[config.mk]
export PLATFORM = sky130hd
export DESIGN_NAME = hostser_regif
export DESIGN_NICKNAME = d
export VERILOG_FILES = /design/src/rtl/hsr_pkg.sv /design/src/rtl/hsr_sync.sv /design/src/rtl/hsr_frame.sv /design/src/rtl/hsr_regs.sv /design/src/rtl/hsr_events.sv /design/src/rtl/hostser_regif.sv
export SDC_FILE = /design/constraint.sdc
export NUM_CORES = 1
export LEC_CHECK = 0
export ABC_AREA = 1
export BUFFER_PORTS_ARGS = -buffer_cell sky130_fd_sc_hd__buf_2
export CORE_MARGIN = 2
export CORE_UTILIZATION = 24
export DETAILED_ROUTE_END_ITERATION = 7
export GPL_ROUTABILITY_DRIVEN = 0
export GPL_TIMING_DRIVEN = 0
export PLACE_DENSITY = 0.41
export SKIP_LAST_GASP = 1
export SYNTH_ARGS = -nofsm -noshare
export SYNTH_HDL_FRONTEND = slang
export SYNTH_HIERARCHICAL = 1
export SYNTH_SLANG_ARGS = --single-unit
export TNS_END_PERCENT = 30
[constraint.sdc]
create_clock -name clk_i -period 2.3 [get_ports clk_i]
set_clock_uncertainty 0.1 [all_clocks]
set_input_delay 0.345 -clock clk_i [delete_from_list [all_inputs] [get_ports clk_i]]
set_output_delay 0.345 -clock clk_i [all_outputs]
set_load 0.05 [all_outputs]
[src/rtl/hsr_pkg.sv]
package hsr_pkg;
  localparam int ADDR_W = 7;
  localparam int DATA_W = 8;
  localparam int NEVT   = 12;
  localparam int NCMD   = 7;
  localparam int CNT_W  = 5;
  localparam logic [ADDR_W-1:0] EVT_ADDR = 7'h60;
  localparam logic [ADDR_W-1:0] CMD_BASE = 7'h20;
  typedef logic [ADDR_W-1:0] addr_t;
  typedef logic [DATA_W-1:0] byte_t;
  typedef logic [NEVT-1:0]   evt_t;
endpackage

[src/rtl/hsr_sync.sv]
module hsr_sync #(
  parameter int W = 3,
  parameter logic [W-1:0] RST_VAL = '0
) (
  input  logic         clk_i,
  input  logic         rst_ni,
  input  logic [W-1:0] d_i,
  output logic [W-1:0] q_o
);
  for (genvar i = 0; i < W; i++) begin : g_bit
    logic meta_q, sync_q;
    always_ff @(posedge clk_i or negedge rst_ni) begin
      if (!rst_ni) begin
        meta_q <= RST_VAL[i];
        sync_q <= RST_VAL[i];
      end else begin
        meta_q <= d_i[i];
        sync_q <= meta_q;
      end
    end
    assign q_o[i] = sync_q;
  end
endmodule

[src/rtl/hsr_frame.sv]
module hsr_frame
  import hsr_pkg::*;
(
  input  logic  clk_i,
  input  logic  rst_ni,
  input  logic  cs_n_i,
  input  logic  dclk_i,
  input  logic  din_i,
  input  byte_t rd_data_i,
  input  evt_t  evt_i,
  output logic  wr_stb_o,
  output addr_t wr_addr_o,
  output byte_t wr_data_o,
  output addr_t rd_addr_o,
  output logic  evt_copy_o,
  output logic  evt_busy_o,
  output logic  evt_done_o,
  output logic  dout_o,
  output logic  dout_oe_o
);
  localparam logic [CNT_W-1:0] ADDR_END = CNT_W'(ADDR_W);
  localparam logic [CNT_W-1:0] WR_END   = CNT_W'(ADDR_W + DATA_W);
  localparam logic [CNT_W-1:0] EV_END   = CNT_W'(ADDR_W + NEVT);
  localparam logic [CNT_W-1:0] CNT_MAX  = '1;

  logic             dclk_q, rise, fall;
  logic [CNT_W-1:0] cnt_q;
  logic             is_wr_q, evt_rd_q;
  addr_t            addr_q, a_full;
  logic [DATA_W-2:0] data_q;
  evt_t             sh_q;
  logic             rd_req;

  always_ff @(posedge clk_i or negedge rst_ni) begin
    if (!rst_ni) dclk_q <= 1'b0;
    else         dclk_q <= dclk_i;
  end
  assign rise = dclk_i & ~dclk_q;
  assign fall = ~dclk_i & dclk_q;

  assign a_full = {addr_q[ADDR_W-2:0], din_i};
  assign rd_req = ~cs_n_i & rise & ~is_wr_q & (cnt_q == ADDR_END);

  always_ff @(posedge clk_i or negedge rst_ni) begin
    if (!rst_ni) begin
      cnt_q    <= '0;
      is_wr_q  <= 1'b0;
      evt_rd_q <= 1'b0;
      addr_q   <= '0;
      data_q   <= '0;
      sh_q     <= '0;
    end else if (cs_n_i) begin
      cnt_q    <= '0;
      is_wr_q  <= 1'b0;
      evt_rd_q <= 1'b0;
    end else if (rise) begin
      if (cnt_q != CNT_MAX) cnt_q <= cnt_q + 1'b1;
      if (cnt_q == '0) is_wr_q <= din_i;
      else if (cnt_q <= ADDR_END) addr_q <= a_full;
      else if (cnt_q < WR_END) data_q <= {data_q[DATA_W-3:0], din_i};
      if (rd_req) begin
        evt_rd_q <= (a_full == EVT_ADDR);
        sh_q     <= (a_full == EVT_ADDR) ? evt_i : {rd_data_i, {(NEVT-DATA_W){1'b0}}};
      end
    end else if (fall && !is_wr_q && cnt_q > ADDR_END + 1'b1) begin
      sh_q <= {sh_q[NEVT-2:0], 1'b0};
    end
  end

  assign rd_addr_o  = a_full;
  assign evt_copy_o = rd_req & (a_full == EVT_ADDR);
  assign wr_stb_o   = ~cs_n_i & rise & is_wr_q & (cnt_q == WR_END);
  assign wr_addr_o  = addr_q;
  assign wr_data_o  = {data_q, din_i};
  assign evt_done_o = ~cs_n_i & rise & evt_rd_q & (cnt_q == EV_END);
  assign evt_busy_o = ~cs_n_i & evt_rd_q & (cnt_q <= EV_END);
  assign dout_oe_o  = ~cs_n_i & ~is_wr_q & (cnt_q > ADDR_END);
  assign dout_o     = sh_q[NEVT-1];

  AST_OE_AFTER_EDGE: assert property (@(posedge clk_i) disable iff (!rst_ni)
    $rose(dout_oe_o) |-> $past(rise));
  AST_WR_NEEDS_SELECT: assert property (@(posedge clk_i) disable iff (!rst_ni)
    wr_stb_o |-> $past(!cs_n_i));
endmodule

[src/rtl/hsr_regs.sv]
module hsr_regs
  import hsr_pkg::*;
#(
  parameter int    NREG     = 8,
  parameter int    COEF_IDX = 6,
  parameter byte_t COEF_RST = 8'h14,
  parameter int    EN_LO    = 3,
  parameter int    EN_HI    = 4
) (
  input  logic                   clk_i,
  input  logic                   rst_ni,
  input  logic                   wr_stb_i,
  input  addr_t                  wr_addr_i,
  input  byte_t                  wr_data_i,
  input  addr_t                  rd_addr_i,
  output byte_t                  rd_data_o,
  output evt_t                   irq_en_o,
  output logic [NCMD-1:0]        cmd_stb_o,
  output logic [NREG*DATA_W-1:0] regs_o
);
  localparam int IW = $clog2(NREG);

  logic [NREG-1:0][DATA_W-1:0] regs_q;
  logic [NCMD-1:0]             cmd_hit;

  always_ff @(posedge clk_i or negedge rst_ni) begin
    if (!rst_ni) begin
      for (int i = 0; i < NREG; i++) regs_q[i] <= (i == COEF_IDX) ? COEF_RST : '0;
    end else if (wr_stb_i && wr_addr_i < ADDR_W'(NREG)) begin
      regs_q[wr_addr_i[IW-1:0]] <= wr_data_i;
    end
  end

  assign rd_data_o = (rd_addr_i < ADDR_W'(NREG)) ? regs_q[rd_addr_i[IW-1:0]] : '0;
  assign irq_en_o  = {regs_q[EN_HI][NEVT-DATA_W-1:0], regs_q[EN_LO]};
  assign regs_o    = regs_q;

  for (genvar k = 0; k < NCMD; k++) begin : g_cmd
    assign cmd_hit[k] = wr_stb_i && (wr_addr_i == ADDR_W'(int'(CMD_BASE) + k));
  end

  always_ff @(posedge clk_i or negedge rst_ni) begin
    if (!rst_ni) cmd_stb_o <= '0;
    else         cmd_stb_o <= cmd_hit;
  end

  AST_STB_ONEHOT: assert property (@(posedge clk_i) disable iff (!rst_ni)
    $onehot0(cmd_stb_o));
  AST_STB_SINGLE: assert property (@(posedge clk_i) disable iff (!rst_ni)
    (|cmd_stb_o) |=> !(|cmd_stb_o));
endmodule

[src/rtl/hsr_events.sv]
module hsr_events
  import hsr_pkg::*;
#(
  parameter int PULSE_CYC = 125
) (
  input  logic clk_i,
  input  logic rst_ni,
  input  evt_t events_i,
  input  evt_t en_i,
  input  logic copy_i,
  input  logic busy_i,
  input  logic done_i,
  output evt_t evt_o,
  output logic irq_o
);
  localparam int PW = $clog2(PULSE_CYC + 1);

  evt_t          evt_q, shadow_q;
  logic          irq_q, pend_q, hit;
  logic [PW-1:0] pcnt_q;

  assign hit = |(events_i & en_i);

  always_ff @(posedge clk_i or negedge rst_ni) begin
    if (!rst_ni) begin
      evt_q    <= '0;
      shadow_q <= '0;
      irq_q    <= 1'b0;
      pend_q   <= 1'b0;
      pcnt_q   <= '0;
    end else begin
      if (copy_i) shadow_q <= evt_q;
      evt_q <= done_i ? ((evt_q & ~shadow_q) | events_i) : (evt_q | events_i);
      if (done_i || !(busy_i || copy_i)) pend_q <= 1'b0;
      else if (hit)                      pend_q <= 1'b1;
      if (done_i) begin
        irq_q  <= 1'b0;
        pcnt_q <= (pend_q || hit) ? PW'(PULSE_CYC) : '0;
      end else begin
        if (hit) irq_q <= 1'b1;
        if (pcnt_q != '0) pcnt_q <= pcnt_q - 1'b1;
      end
    end
  end

  assign evt_o = evt_q;
  assign irq_o = irq_q | (pcnt_q != '0);

  AST_IRQ_RELEASE: assert property (@(posedge clk_i) disable iff (!rst_ni)
    (done_i && !pend_q && !hit && pcnt_q == '0) |=> !irq_o);
  AST_PULSE_END: assert property (@(posedge clk_i) disable iff (!rst_ni)
    (pcnt_q == PW'(1) && !irq_q && !done_i && !hit) |=> !irq_o);
  AST_IRQ_CAUSE: assert property (@(posedge clk_i) disable iff (!rst_ni)
    $rose(irq_q) |-> $past(hit));
endmodule

[src/rtl/hostser_regif.sv]
module hostser_regif
  import hsr_pkg::*;
#(
  parameter int    NREG      = 8,
  parameter int    COEF_IDX  = 6,
  parameter byte_t COEF_RST  = 8'h14,
  parameter int    PULSE_CYC = 125
) (
  input  logic                   clk_i,
  input  logic                   rst_ni,
  input  logic                   cs_ni,
  input  logic                   dclk_i,
  input  logic                   din_i,
  output logic                   dout_o,
  output logic                   dout_oe_o,
  input  logic [NEVT-1:0]        events_i,
  output logic                   irq_o,
  output logic [NCMD-1:0]        cmd_stb_o,
  output logic [NREG*DATA_W-1:0] regs_o
);
  logic  cs_s, dclk_s, din_s;
  logic  wr_stb, evt_copy, evt_busy, evt_done;
  addr_t wr_addr, rd_addr;
  byte_t wr_data, rd_data;
  evt_t  evt_val, irq_en;

  hsr_sync #(.W(3), .RST_VAL(3'b100)) u_sync (
    .clk_i (clk_i), .rst_ni (rst_ni),
    .d_i   ({cs_ni, dclk_i, din_i}),
    .q_o   ({cs_s, dclk_s, din_s})
  );

  hsr_frame u_frame (
    .clk_i (clk_i), .rst_ni (rst_ni),
    .cs_n_i (cs_s), .dclk_i (dclk_s), .din_i (din_s),
    .rd_data_i (rd_data), .evt_i (evt_val),
    .wr_stb_o (wr_stb), .wr_addr_o (wr_addr), .wr_data_o (wr_data),
    .rd_addr_o (rd_addr), .evt_copy_o (evt_copy), .evt_busy_o (evt_busy),
    .evt_done_o (evt_done), .dout_o (dout_o), .dout_oe_o (dout_oe_o)
  );

  hsr_regs #(.NREG(NREG), .COEF_IDX(COEF_IDX), .COEF_RST(COEF_RST)) u_regs (
    .clk_i (clk_i), .rst_ni (rst_ni),
    .wr_stb_i (wr_stb), .wr_addr_i (wr_addr), .wr_data_i (wr_data),
    .rd_addr_i (rd_addr), .rd_data_o (rd_data), .irq_en_o (irq_en),
    .cmd_stb_o (cmd_stb_o), .regs_o (regs_o)
  );

  hsr_events #(.PULSE_CYC(PULSE_CYC)) u_events (
    .clk_i (clk_i), .rst_ni (rst_ni),
    .events_i (events_i), .en_i (irq_en),
    .copy_i (evt_copy), .busy_i (evt_busy), .done_i (evt_done),
    .evt_o (evt_val), .irq_o (irq_o)
  );
endmodule

==> flow_summary_export.csv, run 1 <==
group,metric,value,unit
run_status,status,"complete, no violations",
pwr,power.share.sequential,0.418,
route,routed_wl,22.53,mm
clocking,cts_tree,"done",
synth,synth-seq-area-share,0.4868,
setup_path,crit_family,"flip-flops",
clocking,cts_root_buffer,"clkbuf_16",
global_route,grt-ovfl-total,0,
sta,worst_pin_slew,0.5801,ns
synth,syn-num-nets,923,
sta,maxSlewViolCount,0,
clocking,cts-buffers-inserted,17,
worst_hold_path,hold_depth,2,
sta,final.min_clock_period,2.180,ns
synth,synth_area_per_cell,8.237,µm²
synth,synth_area_leaders,"dfrtp_1 47%, nand2_1 12%, inv_1 6.5%",
clocking,clockBufferDepth,2,
floorplan,die_h,179.8,µm
route,vias,6081,
pwr,power.share.clock,0.438,
flow_run,max-cap-violations,0,
pwr,swShare,0.2954,
setup_path,path_class,"reg2out",
synth,yosysTopAreaCell,"dfrtp_1",
synth,syn_inst,900,
setup_path,startpoint_type,"flip-flop",
floorplan,dieArea,32310,µm²
sta,timing.fmax,458.7,MHz
setup_path,arrival,1.74,ns
setup_path,cp_cell_sequence,"inv_1 -> ha_1 -> nand2_1 -> nor2_2 -> nand2_1 -> buf_2",
pwr,power_density,696.7,nW/µm²
route,wl_per_cell,15.74,µm
global_route,grt.total_usage,0.1455,
sta,slew_headroom,0.6128,
layout,diodes,0,
route,via_per_inst,4.249,
floorplan,start_util,0.2430,
setup_path,r2r_cells,9,
layout,fin_cells,1431,
global_route,grt_start_max_net_pins,85,
global_route,grt_pass1_wl,36.16,mm
setup_path,crit_buf_inv,2,
sta,setup_violations,0,
setup_path,critical_path_depth,6,
floorplan,chipWidth,179.8,µm
synth,ys_warn_count,6,
sta,fin_worst_hold_slack,0.03317,ns
synth,synth-async-reset-ratio,1.000,
layout,fin_nets,1046,
clocking,htreeDepth,4,
setup_path,cpMostUsedCell,"nand2_1",
synth,synth_top_area_frac,0.4726,
setup_path,cpPeakStageDelay,0.42,ns
pwr,pwr-share-comb,0.144,
global_route,grt_antenna_before_repair,0,
sta,report.final.hold_viol_count,0,
route,drt_iter0_markers,410,
sta,setup-tns-final,0,ns
layout,utilization,0.2996,
synth,synthesis.area,7413,µm²
layout,drive_gt1_frac,0.2551,
synth,synth_most_common_cell,"nand2_1",
clocking,clock_sinks,144,
pwr,intPower,0.004487,W
place,port_buffers,90,
synth,synth_enable_flop_cells,0,
synth,synth-seq-cells,144,
synth,yosys.cell_types.count,37,
setup_path,end_kind,"primary output",
floorplan,ioPinCount,91,
synth,ys.flop_type,"dfrtp_1",
setup_path,critPathRequiredTime,1.86,ns
route,first_pass_iters,4,
setup_path,crit_fanout,3,
global_route,grt_pass1_vias,6225,
pwr,p_leak,4.451,nW
floorplan,core_area,30510,µm²
floorplan,num_rows,64,
synth,yosys-top-cells-count,"233 x nand2_1, 140 x dfrtp_1, 128 x inv_1",
worst_hold_path,hold_path_class,"in2reg",
layout,areaGrowthSynthToFinish,23.31,%
clocking,clk_transition_reported_paths,0.06,ns
route,antenna_left,0,
place,dpl.hpwl,16.33,mm
clocking,clkLatencyLatePin,0.44,ns
pwr,p_switching,0.001881,W
route,drc,0,
sta,period_share,0.9479,
sta,rsz0062_at_grt,"yes",
place,place_inst,1387,
setup_path,slowest_stage,"dfrtp_1",
pwr,ir_worst_vdd,0.5347,mV
## worst reg2reg max path: stages (launching register included)
cell and delay, ns:
dfrtp_1 0.36, buf_4 0.15, nor2_1 0.11, nand2_2 0.14
nor2_4 0.16, buf_4 0.20, inv_1 0.09, nor2_4 0.17
buf_4 0.23, mux2_2 0.35
## power groups by stage
stage / sequential [W] / combinational [W] / clock (W)
after floorplan: 0.00269 / 0.000622 / 0
after global placement: 0.00271 / 0.000883 / 0
after detailed placement: 0.00271 / 0.000891 / 0
after CTS: 0.00266 / 0.000912 / 0.00287
after global routing: 0.00267 / 0.00104 / 0.00297
final: 0.00266 / 0.000920 / 0.00279
## through the flow
step | setup slack, ns | area [µm²] | power (W)
2_1_floorplan | 0.2523 | 7413 | 0.003307
3_3_place_gp | -1.650 | 8359 | 0.003594
3_5_place_dp | -0.2322 | 8397 | 0.003599
4_1_cts | 0.01722 | 9116 | 0.006449
5_1_grt | -0.01590 | 9141 | 0.006691
6_report | 0.1198 | 9141 | 0.006369
## path summary, 6_finish.rpt
check	start	to	slack, ns
worst max-delay path	u_events/pcnt_q[0]	irq_o	0.12
worst min-delay path	events_i[3]	u_events/evt_o[3]	0.03
worst max register to register	u_sync/g_bit[0].sync_q	u_events/shadow_q[4]	0.12
worst min register to register	u_sync/g_bit[0].meta_q	u_sync/g_bit[0].sync_q	0.25
max in group asynchronous	rst_ni	u_regs/regs_o[59]	0.95
min in group asynchronous	rst_ni	u_frame/cnt_q[2]	0.34
## kinds of logic after synthesis
kind of cell / after synthesis / share of synthesized area
buf+inv: 189 / 0.1210
xor+xnor: 1 / 0.001182
simple gates: 406 / 0.2473
compound gates: 142 / 0.1154
mux: 12 / 0.01823
flops: 144 / 0.4868
fa+ha+maj: 6 / 0.01013
## area by class of cell
| class | count | area [µm²] |
|---|---|---|
| inverters | 136 | 510.5 |
| multi-input cells | 567 | 2940 |
| fillers | 3347 | 21370 |
| plain buffers | 51 | 374.1 |
| flip-flops and latches | 144 | 3611 |
| repair buffers | 106 | 640.6 |
| well taps | 396 | 495.5 |
| clock inverters | 14 | 143.9 |
| clock buffers | 17 | 425.4 |
## placed cells by master (no fill, tap or decap), types with 9 or more instances in the layout
cell type	count
a21o_1	12
a21oi_1	25
buf_2	97
buf_4	31
clkbuf_16	17
dfrtp_1	138
dlygate4sd3_1	11
inv_1	127
mux2_2	12
nand2_1	233
nand2_4	9
nand3_1	61
nor2_1	64
nor2_2	9
o21ai_0	9
o21ai_1	62
o21ai_2	18
## layer usage
metal / GRT usage / wire length [µm] / up-vias
met2: 0.2296 / 10350 / 117
li1: - / - / 3049
met5: 0 / 0 / -
met4: 0.04423 / 403 / 0
met3: 0.03039 / 901 / 22
met1: 0.2001 / 10870 / 2893
## flip-flops by register name, summed over array words and instances, names as in the netlist, 3 cells and up
register,count
u_events/shadow_q,12
u_frame/wr_addr_o,7
u_sync/g_bit.sync_q,3
u_events/evt_o,12
u_frame/sh_q,12
u_regs/cmd_stb_o,7
u_events/pcnt_q,7
u_sync/g_bit.meta_q,3
u_regs/regs_o,52
u_frame/cnt_q,5
u_frame/data_q,7
u_regs/irq_en_o,12
## timing repair
| action | 4_1_cts | 5_1_grt |
|---|---|---|
| hold buffers | 11 | 0 |
| endpoints found under the hold margin | 66 | 0 |
| pin swaps | 1 | 3 |
| buffers inserted | 2 | 2 |
| resized for setup | 4 | 17 |
| endpoints found under the setup margin | 51 | 81 |
(Power assumes the default switching activity.)
==> run 2: changes to the inputs <==
- BUFFER_PORTS_ARGS: -buffer_cell sky130_fd_sc_hd__buf_2 -> -buffer_cell sky130_fd_sc_hd__clkbuf_2
==> flow_summary_export.csv, run 2 (synthesized netlist as in run 1, its figures left out) <==
group,metric,value,unit
setup_path,startpoint_type,"flip-flop",
global_route,grt_pass1_vias,6139,
pwr,power,0.006245,W
floorplan,start_util,0.2430,
route,routed_wl,22.59,mm
pwr,ir_worst_vdd,0.5300,mV
sta,maxSlewViolCount,0,
sta,final.min_clock_period,2.172,ns
layout,layout_common_cells,"232 x nand2_1, 138 x dfrtp_1, 128 x inv_1, 89 x clkbuf_2",
route,via_per_inst,4.275,
run_status,status,"complete, no violations",
setup_path,end_kind,"primary output",
floorplan,num_rows,64,
clocking,htreeDepth,4,
layout,seqCellArea,3611,µm²
setup_path,slowest_stage,"dfrtp_2",
layout,design_area,9159,µm²
place,port_buffers,90,
sta,worst_pin_slew,0.6028,ns
sta,setup_violations,0,
layout,multi_input_area,2948,µm²
route,first_pass_iters,4,
clocking,cts_root_buffer,"clkbuf_16",
setup_path,crit_fanout,3,
clocking,clock_sinks,144,
worst_hold_path,hold_path_class,"in2reg",
layout,diodes,0,
global_route,grt.total_usage,0.1440,
clocking,clk_transition_reported_paths,0.07,ns
setup_path,arrival,1.73,ns
clocking,clockBufferDepth,2,
sta,report.final.hold_viol_count,0,
clocking,cts_tree,"done",
setup_path,cpPeakStageDelay,0.40,ns
sta,rsz0062_at_grt,"yes",
pwr,p_leak,4.390,nW
floorplan,dieArea,32310,µm²
layout,fin_nets,1048,
layout,n_fill_cell,3329,
floorplan,chipWidth,179.8,µm
setup_path,path_class,"reg2out",
layout,largest_reg_flops,52,
setup_path,cp_cell_sequence,"buf_4 -> nand3_1 -> o21ai_2 -> inv_1 -> nor2_1 -> clkbuf_4",
floorplan,die_h,179.8,µm
route,wl_per_cell,15.75,µm
layout,layout_commonest_cell,"nand2_1",
global_route,grt-ovfl-total,0,
global_route,grt_start_max_net_pins,88,
floorplan,core_area,30510,µm²
floorplan,ioPinCount,91,
clocking,cts-buffers-inserted,17,
place,dpl.hpwl,16.37,mm
setup_path,critPathRequiredTime,1.86,ns
flow_run,max-cap-violations,0,
pwr,power_density,681.9,nW/µm²
sta,period_share,0.9444,
route,drt_iter0_markers,361,
sta,slew_headroom,0.5977,
layout,drive_gt1_frac,0.2601,
route,drc,0,
layout,areaGrowthSynthToFinish,23.54,%
global_route,grt_antenna_before_repair,0,
route,vias,6131,
place,placed_area,8396,µm²
global_route,grt_pass1_wl,35.93,mm
clocking,clkLatencyLatePin,0.43,ns
route,antenna_left,0,
sta,timing.fmax,460.4,MHz
## run 2: changes by cell type in the layout (fill, tap and decap cells not counted), sizes merged
cell and delta:
inv +6, clkinv -3, dlygate4sd3 -1, clkbuf +89
buf -86, bufinv -2
## run 2: worst max-delay path, delay by kind of cell (launching register included)
family                 cells  cell delay (ns)
AO/OA/AOI/OAI              1             0.25
buffers and inverters      3             0.44
flip-flops                 1             0.40
AND/OR/NAND/NOR            2             0.22
## run 2: cell type report
class,count,share of cell area
sequential,144,0.3943
inverter,136,0.05574
clock buffer,17,0.04645
multi-input combinational,567,0.3219
tap,396,0.05410
clock inverter,15,0.01352
timing repair buffer,106,0.06981
buffer,53,0.04426
## run 2: final timing paths
path / startpoint / to / slack, ns / depth (start not counted)
min reg2reg: u_sync/g_bit[0].meta_q / u_sync/g_bit[0].sync_q / 0.24 / 0
max: u_frame/cnt_q[0] / dout_oe_o / 0.13 / 6
min in group asynchronous: rst_ni / u_frame/data_q[2] / 0.37 / 2
max reg2reg: u_frame/cnt_q[0] / u_regs/regs_o[54] / 0.14 / 13
max in group asynchronous: rst_ni / u_regs/regs_o[61] / 0.92 / 3
min: events_i[2] / u_events/evt_o[2] / 0.02 / 2
## run 2: timing repair
action                                  4_1_cts  5_1_grt
hold endpoints to repair                     62        0
pin swaps                                     1        3
endpoints found under the setup margin       63       84
hold buffers                                 10        0
setup buffers                                 2        3
gates resized for setup                       6       24
## run 2: per-stage QoR
stage / worst slack, ns / hold WS, ns / setup TNS (ns) / cells / utilization
2_1_floorplan: 0.2523 / -0.05059 / 0 / 900 / -
3_3_place_gp: -2.092 / 0.2341 / -297.85 / 1386 / 0.2740
3_5_place_dp: -0.2175 / 0.2365 / -2.618 / 1387 / 0.2752
4_1_cts: 0.01380 / 0.0009786 / 0 / 1431 / 0.2981
5_1_grt: -0.02673 / 0.02039 / -0.02975 / 1434 / 0.3002
6_report: 0.1279 / 0.02227 / 0 / 1434 / 0.3002
## run 2: power breakdown
group | switching, W | internal (W)
clock | 0.00125 | 0.00141
combinational | 0.000615 | 0.000310
sequential | 0.0000743 | 0.00259
total | 0.00194 | 0.00431
## run 2: layer usage
| metal | vias up | track usage | share of wire |
|---|---|---|---|
| met1 | 2941 | 0.2012 | 0.49 |
| met2 | 114 | 0.2247 | 0.45 |
| met5 | - | 0 | 0 |
| met3 | 26 | 0.02755 | 0.033 |
| li1 | 3050 | - | - |
| met4 | 0 | 0.04520 | 0.019 |
==> run 3: changes to the inputs <==
- BUFFER_PORTS_ARGS: -buffer_cell sky130_fd_sc_hd__clkbuf_2 -> unset
- DONT_BUFFER_PORTS: unset -> 1
- PLACE_DENSITY: 0.41 -> 0.38
==> flow_summary_export.csv, run 3 (synthesized netlist as in run 1, its figures left out) <==
group,metric,value,unit
run_status,status,"complete, but fails checks",
run_status,violations,"hold timing",
floorplan,num_rows,64,
route,wl_per_cell,16.85,µm
floorplan,die_h,179.8,µm
pwr,ir_worst_vdd,0.5176,mV
route,drt_iter0_markers,285,
pwr,pwr-share-comb,0.128,
setup_path,critPathRequiredTime,1.86,ns
layout,layout_commonest_cell,"nand2_1",
route,vias,5728,
setup_path,startpoint_type,"flip-flop",
place,port_buffers,0,
floorplan,ioPinCount,91,
clocking,clock_sinks,144,
sta,slew_headroom,0.5918,
route,first_pass_iters,4,
sta,period_share,0.9807,
sta,timing.fmax,443.3,MHz
sta,worst_pin_slew,0.6123,ns
pwr,power.share.clock,0.477,
floorplan,core_area,30510,µm²
setup_path,reg2reg_slack,0.08,ns
layout,drive_gt1_frac,0.1814,
global_route,grt_pass1_wl,35.99,mm
global_route,grt-ovfl-total,0,
sta,fin_worst_hold_slack,-0.5017,ns
route,via_per_inst,4.262,
place,dpl.hpwl,16.16,mm
global_route,grt_pass1_vias,5896,
clocking,clkLatencyLatePin,0.44,ns
global_route,grt.total_usage,0.1458,
pwr,p_switching,0.001782,W
global_route,grt_start_max_net_pins,145,
layout,diodes,0,
pwr,swShare,0.2633,
layout,areaGrowthSynthToFinish,19.49,%
clocking,cts_tree,"done",
sta,maxSlewViolCount,0,
clocking,cts-buffers-inserted,17,
flow_run,max-cap-violations,0,
clocking,clockBufferDepth,2,
worst_hold_path,hold_path_class,"in2async",
route,antenna_left,0,
route,drc,0,
setup_path,arrival,1.81,ns
sta,report.final.hold_viol_count,144,
layout,layout_common_cells,"231 x nand2_1, 138 x dfrtp_1, 127 x inv_1, 63 x nor2_1, 62 x o21ai_1",
setup_path,path_class,"reg2out",
layout,largest_reg_flops,52,
clocking,htreeDepth,4,
pwr,power_density,763.9,nW/µm²
clocking,clk_transition_reported_paths,0.07,ns
layout,fin_nets,958,
clocking,cts_hold_buf,15,
sta,setup_violations,0,
route,routed_wl,22.64,mm
pwr,power.share.sequential,0.395,
sta,final.min_clock_period,2.256,ns
global_route,grt_antenna_before_repair,0,
setup_path,end_kind,"primary output",
pwr,intPower,0.004985,W
floorplan,dieArea,32310,µm²
sta,setup-tns-final,0,ns
pwr,p_leak,3.981,nW
clocking,cts_root_buffer,"clkbuf_16",
setup_path,crit_fanout,3,
floorplan,chipWidth,179.8,µm
sta,rsz0062_at_grt,"yes",
floorplan,start_util,0.2430,
run 3: repair_timing:
action | in CTS | in global routing
pin swaps | 1 | 5
resized for setup | 7 | 23
cloned | 0 | 0
setup buffers | 1 | 5
hold endpoints to repair | 159 | 144
setup endpoints to repair | 51 | 83
run 3: path summary, 6_finish.rpt:
path	cells past startpoint	end	start
min in group clk_i	0	u_sync/g_bit[0].sync_q	u_sync/g_bit[0].meta_q
worst min-delay path	0	u_regs/regs_o[46]	rst_ni
worst max-delay path	5	dout_oe_o	u_frame/cnt_q[1]
worst max register to register	12	u_frame/sh_q[10]	u_sync/g_bit[0].sync_q
max in group asynchronous	0	u_sync/g_bit[2].meta_q	rst_ni
worst min register to register	0	u_sync/g_bit[0].sync_q	u_sync/g_bit[0].meta_q
run 3: metal layers:
metal,routed length [µm],vias up,GRT usage
met1,10900,2744,0.1963
met2,10360,99,0.2299
met3,1187,13,0.04417
li1,-,2872,-
met4,197,0,0.03382
met5,0,-,0
run 3: cell type report:
cell class	count	area, µm²
buffer	48	350.3
clock buffer	22	464.2
clock inverter	10	209.0
fill	3287	21650
inverter	136	514.2
multi-input combinational	567	2982
sequential	144	3611
tap	396	495.5
timing repair buffer	21	232.7
run 3: metrics by stage:
| step | cell area, µm² | worst slack, ns | total power (W) | instances | utilization |
|---|---|---|---|---|---|
| floorplan | 7413 | 0.2523 | 0.003307 | 900 | - |
| global placement | 7909 | -0.2204 | 0.003531 | 1296 | 0.2592 |
| detailed placement | 7909 | -0.2024 | 0.003528 | 1296 | 0.2592 |
| CTS | 8786 | 0.005283 | 0.006824 | 1344 | 0.2880 |
| global route | 8859 | -0.08424 | 0.007066 | 1344 | 0.2904 |
| finish | 8859 | 0.04428 | 0.006767 | 1344 | 0.2904 |
run 3: power by group through the flow:
| stage | Combinational (W) | Sequential (W) | Clock (W) |
|---|---|---|---|
| 2_1_floorplan | 0.000622 | 0.00269 | 0 |
| 3_3_place_gp | 0.000806 | 0.00272 | 0 |
| 3_5_place_dp | 0.000810 | 0.00272 | 0 |
| 4_1_cts | 0.000844 | 0.00268 | 0.00331 |
| 5_1_grt | 0.000977 | 0.00268 | 0.00341 |
| 6_report | 0.000867 | 0.00268 | 0.00322 |
run 3: critical path, cell delays in order (launching register included):
cell     delay [ns]
dfrtp_2        0.41
buf_4          0.13
nand3_1        0.10
o21ai_2        0.21
inv_1          0.07
nor2_2         0.45
